`config.mk`:
```
export PLATFORM = sky130hd
export DESIGN_NAME = i2c_stat_reg
export DESIGN_NICKNAME = d
export VERILOG_FILES = /design/src/rtl/i2c_stat_pkg.sv /design/src/rtl/i2c_stat_pin.sv /design/src/rtl/i2c_stat_flags.sv /design/src/rtl/i2c_stat_dir.sv /design/src/rtl/i2c_stat_reg.sv
export SDC_FILE = /design/constraint.sdc
export NUM_CORES = 1
export LEC_CHECK = 0
export CORE_AREA = 2 2 39 41
export DETAILED_ROUTE_END_ITERATION = 16
export DIE_AREA = 0 0 41 43
export DONT_BUFFER_PORTS = 1
export PLACE_DENSITY = 0.61
export REMOVE_ABC_BUFFERS = 1
export SYNTH_ARGS = -nofsm -noshare
export SYNTH_HDL_FRONTEND = slang
export SYNTH_SLANG_ARGS = --single-unit
export TNS_END_PERCENT = 1
```
`constraint.sdc`:
```
create_clock -name clk -period 3 [get_ports clk]
set_clock_uncertainty 0.05 [all_clocks]
set_input_delay 0.3 -clock clk [delete_from_list [all_inputs] [get_ports clk]]
set_output_delay 0.3 -clock clk [all_outputs]
set_load 0.02 [all_outputs]
```
`src/rtl/i2c_stat_pkg.sv`:
```
package i2c_stat_pkg;
  localparam int STAT_W = 8;
  // bit positions: software decodes them, so they are fixed
  localparam int B_LRB = 0;
  localparam int B_GC  = 1;
  localparam int B_AAS = 2;
  localparam int B_AL  = 3;
  localparam int B_PIN = 4;
  localparam int B_BB  = 5;
  localparam int B_TRX = 6;
  localparam int B_MST = 7;

  function automatic logic master_tx(input logic mst, input logic trx);
    return mst & trx;
  endfunction

  // START request written while the bus is already busy
  function automatic logic start_blocked(input logic wr, input logic wbb,
                                         input logic bb, input logic mst,
                                         input logic trx);
    return wr & wbb & bb & master_tx(mst, trx);
  endfunction

  function automatic logic [STAT_W-1:0] stat_pack(
      input logic mst, input logic trx, input logic bb, input logic pin,
      input logic al, input logic aas, input logic gc, input logic lrb);
    logic [STAT_W-1:0] s;
    s = '0;
    s[B_MST] = mst; s[B_TRX] = trx; s[B_BB] = bb; s[B_PIN] = pin;
    s[B_AL]  = al;  s[B_AAS] = aas; s[B_GC] = gc; s[B_LRB] = lrb;
    return s;
  endfunction
endpackage

```
`src/rtl/i2c_stat_pin.sv`:
```
module i2c_stat_pin (
  input  logic clk,
  input  logic rst_n,
  input  logic en,
  input  logic wr_data,
  input  logic wr_stat,
  input  logic wbit,
  input  logic byte_done,
  output logic pin,
  output logic irq,
  output logic scl_hold
);
  logic pin_nx;

  always_comb begin
    if (!en)           pin_nx = 1'b1;
    else if (wr_data)  pin_nx = 1'b1;
    else if (wr_stat)  pin_nx = wbit;
    else if (byte_done) pin_nx = 1'b0;
    else               pin_nx = pin;
  end

  always_ff @(posedge clk or negedge rst_n) begin
    if (!rst_n) begin
      pin <= 1'b1;
      irq <= 1'b0;
    end else begin
      pin <= pin_nx;
      irq <= pin & ~pin_nx;
    end
  end

  assign scl_hold = en & ~pin;

  a_r7_irq_single: assert property (@(posedge clk) disable iff (!rst_n)
    irq |=> !irq);
  a_r7_irq_on_fall: assert property (@(posedge clk) disable iff (!rst_n)
    irq |-> (!pin && $past(pin)));
  a_r6_disable_sets: assert property (@(posedge clk) disable iff (!rst_n)
    !en |=> pin);
endmodule

```
`src/rtl/i2c_stat_flags.sv`:
```
module i2c_stat_flags (
  input  logic clk,
  input  logic rst_n,
  input  logic en,
  input  logic wr_data,
  input  logic wr_stat,
  input  logic wbb,
  input  logic mst,
  input  logic trx,
  input  logic start,
  input  logic stop,
  input  logic bit_vld,
  input  logic bit_val,
  input  logic arb_lost,
  input  logic addr_hit,
  input  logic gen_call,
  output logic lrb,
  output logic gc,
  output logic aas,
  output logic al,
  output logic bb
);
  import i2c_stat_pkg::*;

  logic mt;
  assign mt = master_tx(mst, trx);

  always_ff @(posedge clk or negedge rst_n) begin
    if (!rst_n) begin
      lrb <= 1'b0; gc <= 1'b0; aas <= 1'b0; al <= 1'b0; bb <= 1'b0;
    end else begin
      // last received bit
      if (wr_data)      lrb <= 1'b0;
      else if (bit_vld) lrb <= bit_val;
      // general call: clears beat sets
      if (start || stop)        gc <= 1'b0;
      else if (gen_call && !mst) gc <= 1'b1;
      // address seen
      if (wr_data)                            aas <= 1'b0;
      else if ((addr_hit || gen_call) && !mst) aas <= 1'b1;
      // arbitration lost
      if (wr_data)              al <= 1'b0;
      else if (arb_lost && mt)  al <= 1'b1;
      // bus busy
      if (!en)                  bb <= 1'b0;
      else if (wr_stat && mt)   bb <= wbb;
      else if (stop)            bb <= 1'b0;
      else if (start)           bb <= 1'b1;
    end
  end

  a_r8_idle_bus: assert property (@(posedge clk) disable iff (!rst_n)
    !en |=> !bb);
  a_r4_gc_clear: assert property (@(posedge clk) disable iff (!rst_n)
    (start || stop) |=> !gc);
  a_r3_lrb_clear: assert property (@(posedge clk) disable iff (!rst_n)
    wr_data |=> !lrb);
  a_r9_al_set: assert property (@(posedge clk) disable iff (!rst_n)
    (arb_lost && mst && trx && !wr_data) |=> al);
endmodule

```
`src/rtl/i2c_stat_dir.sv`:
```
module i2c_stat_dir (
  input  logic clk,
  input  logic rst_n,
  input  logic addr_10b,
  input  logic wr_stat,
  input  logic wmst,
  input  logic wtrx,
  input  logic wbb,
  input  logic bb,
  input  logic al,
  input  logic start,
  input  logic stop,
  input  logic byte_done,
  input  logic nack,
  input  logic arb_lost,
  input  logic addr_done,
  input  logic rw,
  output logic mst,
  output logic trx
);
  import i2c_stat_pkg::*;

  logic dup_start, trx_clr, trx_load, mst_drop;

  assign dup_start = start_blocked(wr_stat, wbb, bb, mst, trx);
  assign trx_clr   = arb_lost | stop | ((start | nack) & ~mst);
  assign trx_load  = addr_done & ~addr_10b & ~mst;
  assign mst_drop  = byte_done & (al | (arb_lost & master_tx(mst, trx)));

  always_ff @(posedge clk or negedge rst_n) begin
    if (!rst_n) begin
      mst <= 1'b0;
      trx <= 1'b0;
    end else begin
      if (wr_stat)       trx <= dup_start ? 1'b0 : wtrx;
      else if (trx_clr)  trx <= 1'b0;
      else if (trx_load) trx <= rw;

      if (wr_stat)       mst <= wmst;
      else if (mst_drop) mst <= 1'b0;
    end
  end

  a_r9_trx_drop: assert property (@(posedge clk) disable iff (!rst_n)
    (arb_lost && !wr_stat) |=> !trx);
  a_r11_stop_rx: assert property (@(posedge clk) disable iff (!rst_n)
    (stop && !wr_stat) |=> !trx);
  a_r12_dup_start: assert property (@(posedge clk) disable iff (!rst_n)
    (wr_stat && mst && trx && bb && wbb) |=> !trx);
endmodule

```
`src/rtl/i2c_stat_reg.sv`:
```
module i2c_stat_reg
  import i2c_stat_pkg::*;
(
  input  logic              clk,
  input  logic              rst_n,
  input  logic              en,
  input  logic              addr_10b,
  input  logic              cpu_wr_stat,
  input  logic              cpu_wr_data,
  input  logic [STAT_W-1:0] cpu_wdata,
  input  logic              ev_start,
  input  logic              ev_stop,
  input  logic              ev_byte_done,
  input  logic              ev_bit_vld,
  input  logic              ev_bit_ack,
  input  logic              ev_bit_val,
  input  logic              ev_arb_lost,
  input  logic              ev_addr_done,
  input  logic              ev_addr_hit,
  input  logic              ev_gen_call,
  input  logic              ev_rw,
  output logic [STAT_W-1:0] stat,
  output logic              irq,
  output logic              scl_hold
);
  logic mst, trx, bb, pin, al, aas, gc, lrb;
  logic nack;
  logic unused_wlo;

  assign nack       = ev_bit_vld & ev_bit_ack & ev_bit_val;
  assign unused_wlo = ^cpu_wdata[B_AL:B_LRB];

  i2c_stat_pin u_pin (
    .clk(clk), .rst_n(rst_n), .en(en),
    .wr_data(cpu_wr_data), .wr_stat(cpu_wr_stat), .wbit(cpu_wdata[B_PIN]),
    .byte_done(ev_byte_done),
    .pin(pin), .irq(irq), .scl_hold(scl_hold)
  );

  i2c_stat_flags u_flags (
    .clk(clk), .rst_n(rst_n), .en(en),
    .wr_data(cpu_wr_data), .wr_stat(cpu_wr_stat), .wbb(cpu_wdata[B_BB]),
    .mst(mst), .trx(trx), .start(ev_start), .stop(ev_stop),
    .bit_vld(ev_bit_vld), .bit_val(ev_bit_val), .arb_lost(ev_arb_lost),
    .addr_hit(ev_addr_hit), .gen_call(ev_gen_call),
    .lrb(lrb), .gc(gc), .aas(aas), .al(al), .bb(bb)
  );

  i2c_stat_dir u_dir (
    .clk(clk), .rst_n(rst_n), .addr_10b(addr_10b),
    .wr_stat(cpu_wr_stat), .wmst(cpu_wdata[B_MST]), .wtrx(cpu_wdata[B_TRX]),
    .wbb(cpu_wdata[B_BB]), .bb(bb), .al(al),
    .start(ev_start), .stop(ev_stop), .byte_done(ev_byte_done), .nack(nack),
    .arb_lost(ev_arb_lost), .addr_done(ev_addr_done), .rw(ev_rw),
    .mst(mst), .trx(trx)
  );

  assign stat = stat_pack(mst, trx, bb, pin, al, aas, gc, lrb);

  a_r2_low_readonly: assert property (@(posedge clk) disable iff (!rst_n)
    (cpu_wr_stat && !cpu_wr_data && !ev_bit_vld && !ev_start && !ev_stop &&
     !ev_gen_call && !ev_addr_hit && !ev_arb_lost)
    |=> (stat[B_AL:B_LRB] == $past(stat[B_AL:B_LRB])));
endmodule

```
# ---- Word level (Yosys, flattened, before mapping)
# Cells that the tools add are included.
dict set report word_totals {
  out_inout_bits 10
  ff_bits 9
}
dict set report classes {
  n_reduce_logical 13
  bitwise_logic 21
  eq_ne 1
  n_mux 22
}
# cell n
set ops {}
lappend ops {{$mux W1} 22}
lappend ops {{$and A1 B1 Y1} 13}
lappend ops {{$reduce_bool A2 Y1} 5}
lappend ops {{$logic_and A1 B1 Y1} 4}
lappend ops {{$ne A4 B1 Y1 const B} 1}
lappend ops {{$not A1 Y1} 4}
lappend ops {{$or A1 B1 Y1} 4}
lappend ops {{$reduce_bool A3 Y1} 1}
lappend ops {{$logic_or A1 B1 Y1} 2}
lappend ops {{$logic_not A1 Y1} 1}

# ---- Depth between registers and ports, before layout
# Gate-level depths: netlist (run 1).
dict set report logic_depth {
  ltp_word 7
  mapped_depth 4
  mapped_depth_nobuf 3
}

# ---- By module
# Synthesis (run 1) repeated with hierarchy kept, for this count alone.
dict set report unflattened {
  cells_unflattened 53
  area_unflattened_um2 490.5
}
# module instances area_each_um2 cells_each
set modules_own_cells {}
lappend modules_own_cells {i2c_stat_flags 1 202.7 20}
lappend modules_own_cells {i2c_stat_dir 1 131.4 16}
lappend modules_own_cells {i2c_stat_pin 1 90.1 8}
lappend modules_own_cells {i2c_stat_reg 1 66.3 9}

# ---- Worst setup path after synthesis (run 1)
# OpenSTA, ideal clock, no wires.
dict set report synth_path {
  path_kind {reg-to-reg}
  start {register u_dir.mst}
  end {register u_dir.trx}
  setup_slack_ns 1.892
  path_buffers 1
  stages_incl_launch_ff 5
  t_arrival_ns 0.935
  path_cell_list {dfrtp_1 buf_6 nor3b_4 mux2i_1 o21ai_1}
}
dict set report synth_via {
  elab_chain_len 5
}
# item line_no
set synth_rtl {}
lappend synth_rtl {{start, declared} i2c_stat_dir.sv:18} ;# output logic mst,
lappend synth_rtl {{start signal, assigned} i2c_stat_dir.sv:39} ;# if (wr_stat) mst <= wmst;
lappend synth_rtl {{$not A1 Y1} {i2c_stat_dir.sv:26, i2c_stat_dir.sv:27}}
lappend synth_rtl {{$and A1 B1 Y1} i2c_stat_dir.sv:26} ;# assign trx_clr = arb_lost | stop | ((start | nack) & ~mst);
lappend synth_rtl {{$or A1 B1 Y1} i2c_stat_dir.sv:26}
lappend synth_rtl {{$mux W1} i2c_stat_dir.sv:36} ;# else if (trx_clr) trx <= 1'b0;
lappend synth_rtl {{$mux W1} i2c_stat_dir.sv:35} ;# if (wr_stat) trx <= dup_start ? 1'b0 : wtrx;
lappend synth_rtl {{end signal, assigned} i2c_stat_dir.sv:35}
lappend synth_rtl {{end signal, assigned} i2c_stat_dir.sv:37} ;# else if (trx_load) trx <= rw;
lappend synth_rtl {{end, declared} i2c_stat_dir.sv:19} ;# output logic trx
# Several ways; a longest one is shown, not always the timed one.
# A chain may end at the register's enable or synchronous reset.

# ---- Final worst setup path (run 1)
dict set report layout_path {
  start {register u_pin.pin}
  end {output port scl_hold}
}
dict set report layout_via {
  elab_chain_len 2
}
# item line_no
set layout_rtl {}
lappend layout_rtl {{start, declared} i2c_stat_pin.sv:9} ;# output logic pin,
lappend layout_rtl {{start signal, assigned} i2c_stat_pin.sv:28} ;# pin <= pin_nx;
lappend layout_rtl {{$not A1 Y1} i2c_stat_pin.sv:33} ;# assign scl_hold = en & ~pin;
lappend layout_rtl {{$and A1 B1 Y1} i2c_stat_pin.sv:33}
lappend layout_rtl {{end, declared} i2c_stat_reg.sv:24} ;# output logic scl_hold
# Every way passes these cells.

==> results_dict.tcl, run 1 <==
set metrics [dict create \
    worstMarginPinSlew_ps 481 \
    switching_power_mw 0.0674 \
    core_sq_um 1380 \
    routabilityCongestion 0.646 \
    power.share.clock 0.345 \
    drive_above_1_share 0.130 \
    yosysSeqAreaShare 0.440 \
    dieHeight_um 43 \
    holdWs_ps 57.8 \
    whs_path_depth 1 \
    power_density_nw_per_um2 533 \
    multi_input_area_sq_um 194 \
    cts_resized 0 \
    crit_cells 1 \
    placed_cells 57 \
    hp-class "input pin to flop" \
    end_kind "output pin" \
    status "finished, final reports clean" \
    regArea_sq_um 226 \
    worst_slack_ps 1640 \
    dr_total_vias 358 \
    start_util 0.372 \
    maxCapViolCount 0 \
    synth_area_leaders "dfrtp_1 39%, buf_4 12%, dfstp_2 5.1%" \
    first_iter_violations 5 \
    route.detailed.drc 0 \
    power_frac_seq 0.568 \
    ys_types 24 \
    fin_area_sq_um 488 \
    wire_per_inst_um 15.7 \
    p_sw_frac 0.259 \
    clk_latency_ps 250 \
    worstPathRequired_ps 2650 \
    worstPathCellList "nor2b_1" \
    antenna_found_initial 0 \
    pre_cts_slack_ps 1720 \
    ios 35 \
    crit_family "flip-flops" \
    first_global_vias 368 \
    ys_warn_count 0 \
    slew_headroom 0.680 \
    dp_hpwl_um 779 \
    setup_viol 0 \
    io_buffers 0 \
    antenna_left 0 \
    worst_setup_path_start_kind "flop" \
    combPwrFrac 0.088 \
    syn_to_final_growth_pct -5.11 \
    ys_ff_latch 9 \
    synth_area_sq_um 514 \
    synth_top_cell_area_share 0.389 \
    fillers 147 \
    diodes 0 \
    placed_area_sq_um 452 \
    fin_nets 72 \
    critical_path.max_fanout 4 \
    numCtsBuffers 3 \
    reg2reg_depth 3 \
    cp_slowest_cell "dfstp_2" \
    post-route-period-util 0.452 \
    fin_cells 62 \
    fmax_mhz 737 \
    grt_use_total 0.131 \
    dr.pass1.iters 4 \
    syn_inst 51 \
    cts_max_level 1 \
    crit_arrival_ps 1010 \
    cts_sinks 9 \
    grt_max_degree 11 \
    fin_tns_setup_ps 0 \
    critPathKind "flop to output pin" \
    syn_area_per_cell_sq_um 10.1 \
    wl_um 976 \
    rsz0062_at_grt "false" \
    power_leakage_nw 0.205 \
    intPower_mw 0.193 \
    rows 14 \
    clkTransAtPathRegs_ps 60 \
    clockBufferDepth 2 \
    viasPerCell 5.77 \
    final_common_cell "dfrtp_1" \
    power.total_mw 0.260 \
    slew_viol_final 0 \
    yosysTopAreaCell "dfrtp_1" \
    dieArea_sq_um 1760 \
    final_cell_mix "8 x dfrtp_1, 4 x nor2_1, 3 x inv_1, 3 x o21ai_0, 3 x clkbuf_4" \
    period_needed_ps 1360 \
    die_x_um 41 \
    cpPeakStageDelay_ps 410 \
    final_util 0.353 \
    globalRouteOverflowTotal 0 \
    finalHoldViolCount 0 \
    ir_worst_vdd_v 0.000146 \
    cts_root_buffer "clkbuf_4" \
    grt_pass1_wl_um 1520 \
    cts_tree "done" \
    worst-path-buf-inv 0 \
]
-- power by group through the flow --
stage	sequential, mW	combinational [mW]	clock [mW]
after floorplan	0.147	0.0176	0
after global placement	0.150	0.0192	0
after detailed placement	0.150	0.0200	0
after CTS	0.148	0.0234	0.0940
after global routing	0.149	0.0260	0.103
final	0.148	0.0228	0.0896
-- synthesized netlist by cell type (all sizes together) --
master,instances
nor2b,1
nand3b,1
o21ai,4
nand2,1
inv,3
a21boi,1
dfrtp,8
nand4b,1
dfstp,1
buf,10
a22oi,1
nor3,2
mux2i,2
nand3,2
a31oi,1
nand2b,1
nor3b,1
a21oi,2
nor2,4
a311o,1
nand4,2
and4b,1
-- worst paths after layout --
kind / start / endpoint / slack (ps)
worst max-delay path: u_pin.pin$_DFF_PN1_ / scl_hold / 1640
worst min-delay path: ev_start / u_flags.gc$_DFFE_PN0P_ / 60
worst max register to register: u_dir.mst$_DFFE_PN0P_ / u_dir.trx$_DFFE_PN0P_ / 1730
worst min register to register: u_flags.aas$_DFFE_PN0P_ / u_flags.aas$_DFFE_PN0P_ / 570
max in group asynchronous: rst_n / u_pin.pin$_DFF_PN1_ / 2210
min in group asynchronous: rst_n / u_flags.gc$_DFFE_PN0P_ / 370
-- area by class of cell --
type,instances,area share
sequential,9,0.464
timing repair buffer,1,0.0205
tap,16,0.0410
clock buffer,4,0.0538
inverter,3,0.0231
multi-input combinational,29,0.397
-- cell families after synthesis --
group           count (synthesis)  share of synthesized area
compound gates                 10                      0.127
buf+inv                        13                      0.182
flops                           9                      0.440
mux                             2                     0.0389
simple gates                   17                      0.212
-- registers in the layout (all words and copies together), names as in the netlist --
signal,count
u_pin.pin,1
u_dir.trx,1
u_pin.irq,1
u_flags.aas,1
u_flags.al,1
u_dir.mst,1
u_flags.gc,1
u_flags.bb,1
u_flags.lrb,1
-- routing by layer --
metal	share of wire	up-vias	GRT usage	wire, um
li1	-	161	-	-
met1	0.33	165	0.151	319
met2	0.48	30	0.194	465
met3	0.18	2	0.0366	178
met4	0.012	0	0.100	12
met5	0	-	0	0
-- repair_timing --
action                                 CTS  global route
hold buffers                             1             0
buffers inserted                         0             0
endpoints found under the hold margin    9             0
(Power assumes the default switching activity.)
==> run 2: changes to the inputs <==
==> constraint.sdc (replaced) <==
create_clock -name clk -period 1.3 [get_ports clk]
set_clock_uncertainty 0.05 [all_clocks]
set_input_delay 0.13 -clock clk [delete_from_list [all_inputs] [get_ports clk]]
set_output_delay 0.13 -clock clk [all_outputs]
set_load 0.02 [all_outputs]
==> results_dict.tcl, run 2 (synthesized netlist as in run 1, its figures left out) <==
set metrics [dict create \
    numCtsBuffers 3 \
    critPathKind "flop to output pin" \
    cts_max_level 1 \
    antenna_left 0 \
    dp_hpwl_um 761 \
    hp-class "input pin to flop" \
    die_x_um 41 \
    post_cts_buffers 0 \
    grt_max_degree 10 \
    worst_setup_path_start_kind "flop" \
    r2r-start "u_dir.mst$_DFFE_PN0P_" \
    wl_um 1120 \
    diodes 0 \
    rows 14 \
    finalHoldViolCount 0 \
    fin_nets 85 \
    rsz0062_at_grt "false" \
    cp_slowest_cell "dfstp_2" \
    slew_headroom 0.729 \
    setup_viol 0 \
    power_density_nw_per_um2 1060 \
    worst-path-buf-inv 0 \
    endpoint "scl_hold" \
    status "finished, final reports clean" \
    crit_arrival_ps 1020 \
    cts_resized 0 \
    grt_use_total 0.143 \
    dieHeight_um 43 \
    crit_cells 1 \
    routabilityCongestion 0.642 \
    cts_tree "done" \
    clockBufferDepth 2 \
    r2r_end "u_dir.trx$_DFFE_PN0P_" \
    critical_path.max_fanout 4 \
    dieArea_sq_um 1760 \
    maxCapViolCount 0 \
    globalRouteOverflowTotal 0 \
    fillers 155 \
    hold_buffers 11 \
    dr_total_vias 387 \
    dr.pass1.iters 3 \
    io_buffers 0 \
    route.detailed.drc 0 \
    start_util 0.372 \
    core_sq_um 1380 \
    intPower_mw 0.468 \
    period_needed_ps 1200 \
    cts_root_buffer "clkbuf_4" \
    clk_latency_ps 260 \
    p_sw_frac 0.277 \
    ir_worst_vdd_v 0.000344 \
    cpPeakStageDelay_ps 420 \
    end_kind "output pin" \
    combPwrFrac 0.157 \
    post-route-period-util 0.925 \
    cts_sinks 9 \
    ios 35 \
    drive_above_1_share 0.169 \
    cp-startpoint "u_pin.pin$_DFF_PN1_" \
    first_global_vias 430 \
    wire_per_inst_um 15.0 \
    worstPathCellList "nor2b_1" \
    power.share.clock 0.333 \
    power_leakage_nw 0.265 \
    reg2reg_depth 4 \
    fmax_mhz 831 \
    regToRegSetupSlack_ps 120 \
    first_iter_violations 2 \
    clkTransAtPathRegs_ps 70 \
    fin_area_sq_um 612 \
    whs_path_depth 3 \
    slew_viol_final 0 \
    switching_power_mw 0.179 \
    crit_family "flip-flops" \
    placed_area_sq_um 474 \
    viasPerCell 5.16 \
    grt_pass1_wl_um 1660 \
    final_common_cell "dlygate4sd3_1" \
    syn_to_final_growth_pct 19.0 \
    fin_tns_setup_ps 0 \
    worstMarginPinSlew_ps 406 \
    antenna_found_initial 0 \
    worstPathRequired_ps 1120 \
    final_cell_mix "11 x dlygate4sd3_1, 8 x dfrtp_1, 4 x nor2_1" \
    power_frac_seq 0.510 \
]
run 2: area by class of cell:
| type | instances | area (sq um) | area share |
|---|---|---|---|
| multi-input cells | 29 | 194 | 0.317 |
| clock inverters | 1 | 5.00 | 0.00818 |
| clock buffers | 3 | 22.5 | 0.0368 |
| inverters | 3 | 11.3 | 0.0184 |
| flip-flops and latches | 9 | 226 | 0.370 |
| well taps | 16 | 20.0 | 0.0327 |
| repair buffers | 14 | 133 | 0.217 |
run 2: metrics by stage:
| step | utilization | setup WS [ps] | power (mW) | hold WS, ps | instances |
|---|---|---|---|---|---|
| final | 0.442 | 97.1 | 0.647 | 5.97 | 75 |
| after global routing | 0.442 | 23.3 | 0.687 | 4.97 | 75 |
| after CTS | 0.442 | 90.3 | 0.655 | 0.508 | 75 |
| after detailed placement | 0.343 | 129 | 0.401 | -215 | 60 |
| after global placement | 0.343 | 135 | 0.400 | -215 | 60 |
| after floorplan | - | 121 | 0.381 | -216 | 41 |
run 2: power by group through the flow:
stage	clock, mW	sequential, mW	combinational, mW
2_1_floorplan	0	0.340	0.0405
3_3_place_gp	0	0.334	0.0655
3_5_place_dp	0	0.335	0.0668
4_1_cts	0.223	0.329	0.103
5_1_grt	0.241	0.333	0.113
6_report	0.216	0.330	0.102
run 2: how the worst min path moves through the flow:
stage                      from                     to
floorplan                 rst_n  u_dir.mst$_DFFE_PN0P_
global placement          rst_n  u_dir.mst$_DFFE_PN0P_
detailed placement        rst_n    u_pin.irq$_DFF_PN0_
CTS                 cpu_wr_stat    u_pin.pin$_DFF_PN1_
global route        cpu_wr_data    u_pin.irq$_DFF_PN0_
finish              cpu_wr_stat  u_dir.trx$_DFFE_PN0P_
run 2: routing by layer:
| metal | share of wire | GRT usage |
|---|---|---|
| met1 | 0.39 | 0.148 |
| met2 | 0.48 | 0.219 |
| met3 | 0.12 | 0.0576 |
| met4 | 0.011 | 0.100 |
| met5 | 0 | 0 |
==> run 3: changes to the inputs <==
--- a/config.mk
+++ b/config.mk
@@ -5,11 +5,14 @@
 export SDC_FILE = /design/constraint.sdc
 export NUM_CORES = 1
 export LEC_CHECK = 0
-export CORE_AREA = 2 2 39 41
+export CAP_MARGIN = 0
+export CORE_ASPECT_RATIO = 1.1
+export CORE_MARGIN = 2
+export CORE_UTILIZATION = 30
 export DETAILED_ROUTE_END_ITERATION = 16
-export DIE_AREA = 0 0 41 43
 export DONT_BUFFER_PORTS = 1
-export PLACE_DENSITY = 0.61
+export PLACE_DENSITY = 0.52
+export RECOVER_POWER = 100
 export REMOVE_ABC_BUFFERS = 1
 export SYNTH_ARGS = -nofsm -noshare
 export SYNTH_HDL_FRONTEND = slang
==> results_dict.tcl, run 3 (synthesized netlist as in run 1, its figures left out) <==
set metrics [dict create \
    cts_max_level 1 \
    hp-class "input pin to flop" \
    fin_tns_setup_ps 0 \
    period_needed_ps 1200 \
    fin_area_sq_um 616 \
    worstMarginPinSlew_ps 408 \
    rsz0062_at_grt "false" \
    globalRouteOverflowTotal 0 \
    drive_above_1_share 0.115 \
    regArea_sq_um 228 \
    core_sq_um 1600 \
    finalHoldViolCount 0 \
    fillers 167 \
    switching_power_mw 0.180 \
    placed_area_sq_um 483 \
    cts_tree "done" \
    die_x_um 43.5 \
    post-route-period-util 0.924 \
    post_cts_buffers 0 \
    reg2reg_depth 4 \
    start_util 0.322 \
    antenna_left 0 \
    final_util 0.386 \
    setup_viol 0 \
    first_global_vias 377 \
    fin_nets 87 \
    power_density_nw_per_um2 1060 \
    critical_path.max_fanout 8 \
    syn_to_final_growth_pct 19.7 \
    worstPathRequired_ps 1120 \
    routabilityCongestion 0.623 \
    ios 35 \
    grt_max_degree 10 \
    numCtsBuffers 3 \
    route.detailed.drc 0 \
    first_iter_violations 1 \
    cts_root_buffer "clkbuf_4" \
    end_kind "output pin" \
    worst_setup_path_start_kind "flop" \
    dr_total_vias 406 \
    power.share.clock 0.339 \
    fmax_mhz 833 \
    maxCapViolCount 0 \
    final_common_cell "dlygate4sd3_1" \
    clockBufferDepth 2 \
    final_cell_mix "12 x dlygate4sd3_1, 7 x dfrtp_1, 4 x nor2_1, 4 x clkbuf_1" \
    antenna_found_initial 0 \
    regToRegSetupSlack_ps 120 \
    r2r_end "u_dir.trx$_DFFE_PN0P_" \
    ir_worst_vdd_v 0.000566 \
    clkTransAtPathRegs_ps 60 \
    dieHeight_um 47.4 \
    multi_input_area_sq_um 190 \
    io_buffers 0 \
    slew_viol_final 0 \
    rows 15 \
    viasPerCell 5.21 \
    grt_pass1_wl_um 1650 \
    critPathKind "flop to output pin" \
    dp_hpwl_um 839 \
    r2r-start "u_dir.trx$_DFFE_PN0P_" \
    slew_headroom 0.727 \
    power_frac_seq 0.503 \
    whs_path_depth 3 \
    p_sw_frac 0.276 \
    combPwrFrac 0.159 \
    clk_latency_ps 270 \
    wl_um 1150 \
    diodes 0 \
    dieArea_sq_um 2060 \
    crit_arrival_ps 1020 \
    power_leakage_nw 0.258 \
    cts_sinks 9 \
    min_to "u_dir.trx$_DFFE_PN0P_" \
    grt_use_total 0.121 \
    dr.pass1.iters 3 \
    hold_start "ev_stop" \
    status "finished, final reports clean" \
    wire_per_inst_um 14.7 \
    intPower_mw 0.473 \
]
## run 3: changes by cell type in the layout (fill, tap and decap cells not counted), sizes merged
cell / previous run / this run
buf: 3 / 1
dlygate4sd3: 11 / 12
clkinv: 1 / 0
clkbuf: 3 / 7
## run 3: worst max-delay path, stage by stage (launching register included)
cell	delay (ps)
dfrtp_2	460
clkbuf_1	140
buf_4	160
## run 3: how the worst max path moves through the flow
stage | startpoint | endpoint | cells after the start
after floorplan | u_dir.mst$_DFFE_PN0P_ | u_dir.trx$_DFFE_PN0P_ | 3
after global placement | u_dir.mst$_DFFE_PN0P_ | u_dir.trx$_DFFE_PN0P_ | 3
after detailed placement | u_dir.mst$_DFFE_PN0P_ | u_dir.trx$_DFFE_PN0P_ | 3
after CTS | u_dir.mst$_DFFE_PN0P_ | stat[7] | 2
after global routing | u_dir.mst$_DFFE_PN0P_ | stat[7] | 2
final | u_dir.mst$_DFFE_PN0P_ | stat[7] | 2
## run 3: layout make-up
cell class,instances,share of cell area
Clock buffer,4,0.0427
Tap cell,17,0.0346
Sequential cell,9,0.370
Inverter,3,0.0183
Timing Repair Buffer,16,0.226
Multi-Input combinational cell,29,0.309
## run 3: power by group through the flow
stage / registers (mW) / clock network (mW) / logic [mW]
final: 0.328 / 0.221 / 0.104
after global routing: 0.331 / 0.245 / 0.114
after CTS: 0.329 / 0.222 / 0.110
after detailed placement: 0.334 / 0 / 0.0727
after global placement: 0.334 / 0 / 0.0710
after floorplan: 0.340 / 0 / 0.0405
## run 3: metrics by stage
stage,setup slack [ps],instances,hold WS [ps],power [mW]
final,98.9,78,2.66,0.653
after global routing,20.1,78,0.677,0.689
after CTS,44.3,77,1.74,0.661
after detailed placement,165,62,-215,0.406
after global placement,149,62,-215,0.405
after floorplan,121,41,-216,0.381
## run 3: layer usage
metal	global-route usage	up-vias	wire, um
li1	-	191	-
met1	0.144	194	460
met2	0.182	19	581
met3	0.0679	2	94
met4	0.0545	0	10
met5	0	-	0
## run 3: timing repair
item                                    4_1_cts  5_1_grt
resized for setup                             0        1
endpoints found under the hold margin        17        1
endpoints found under the setup margin        0        1
hold buffers                                 11        1
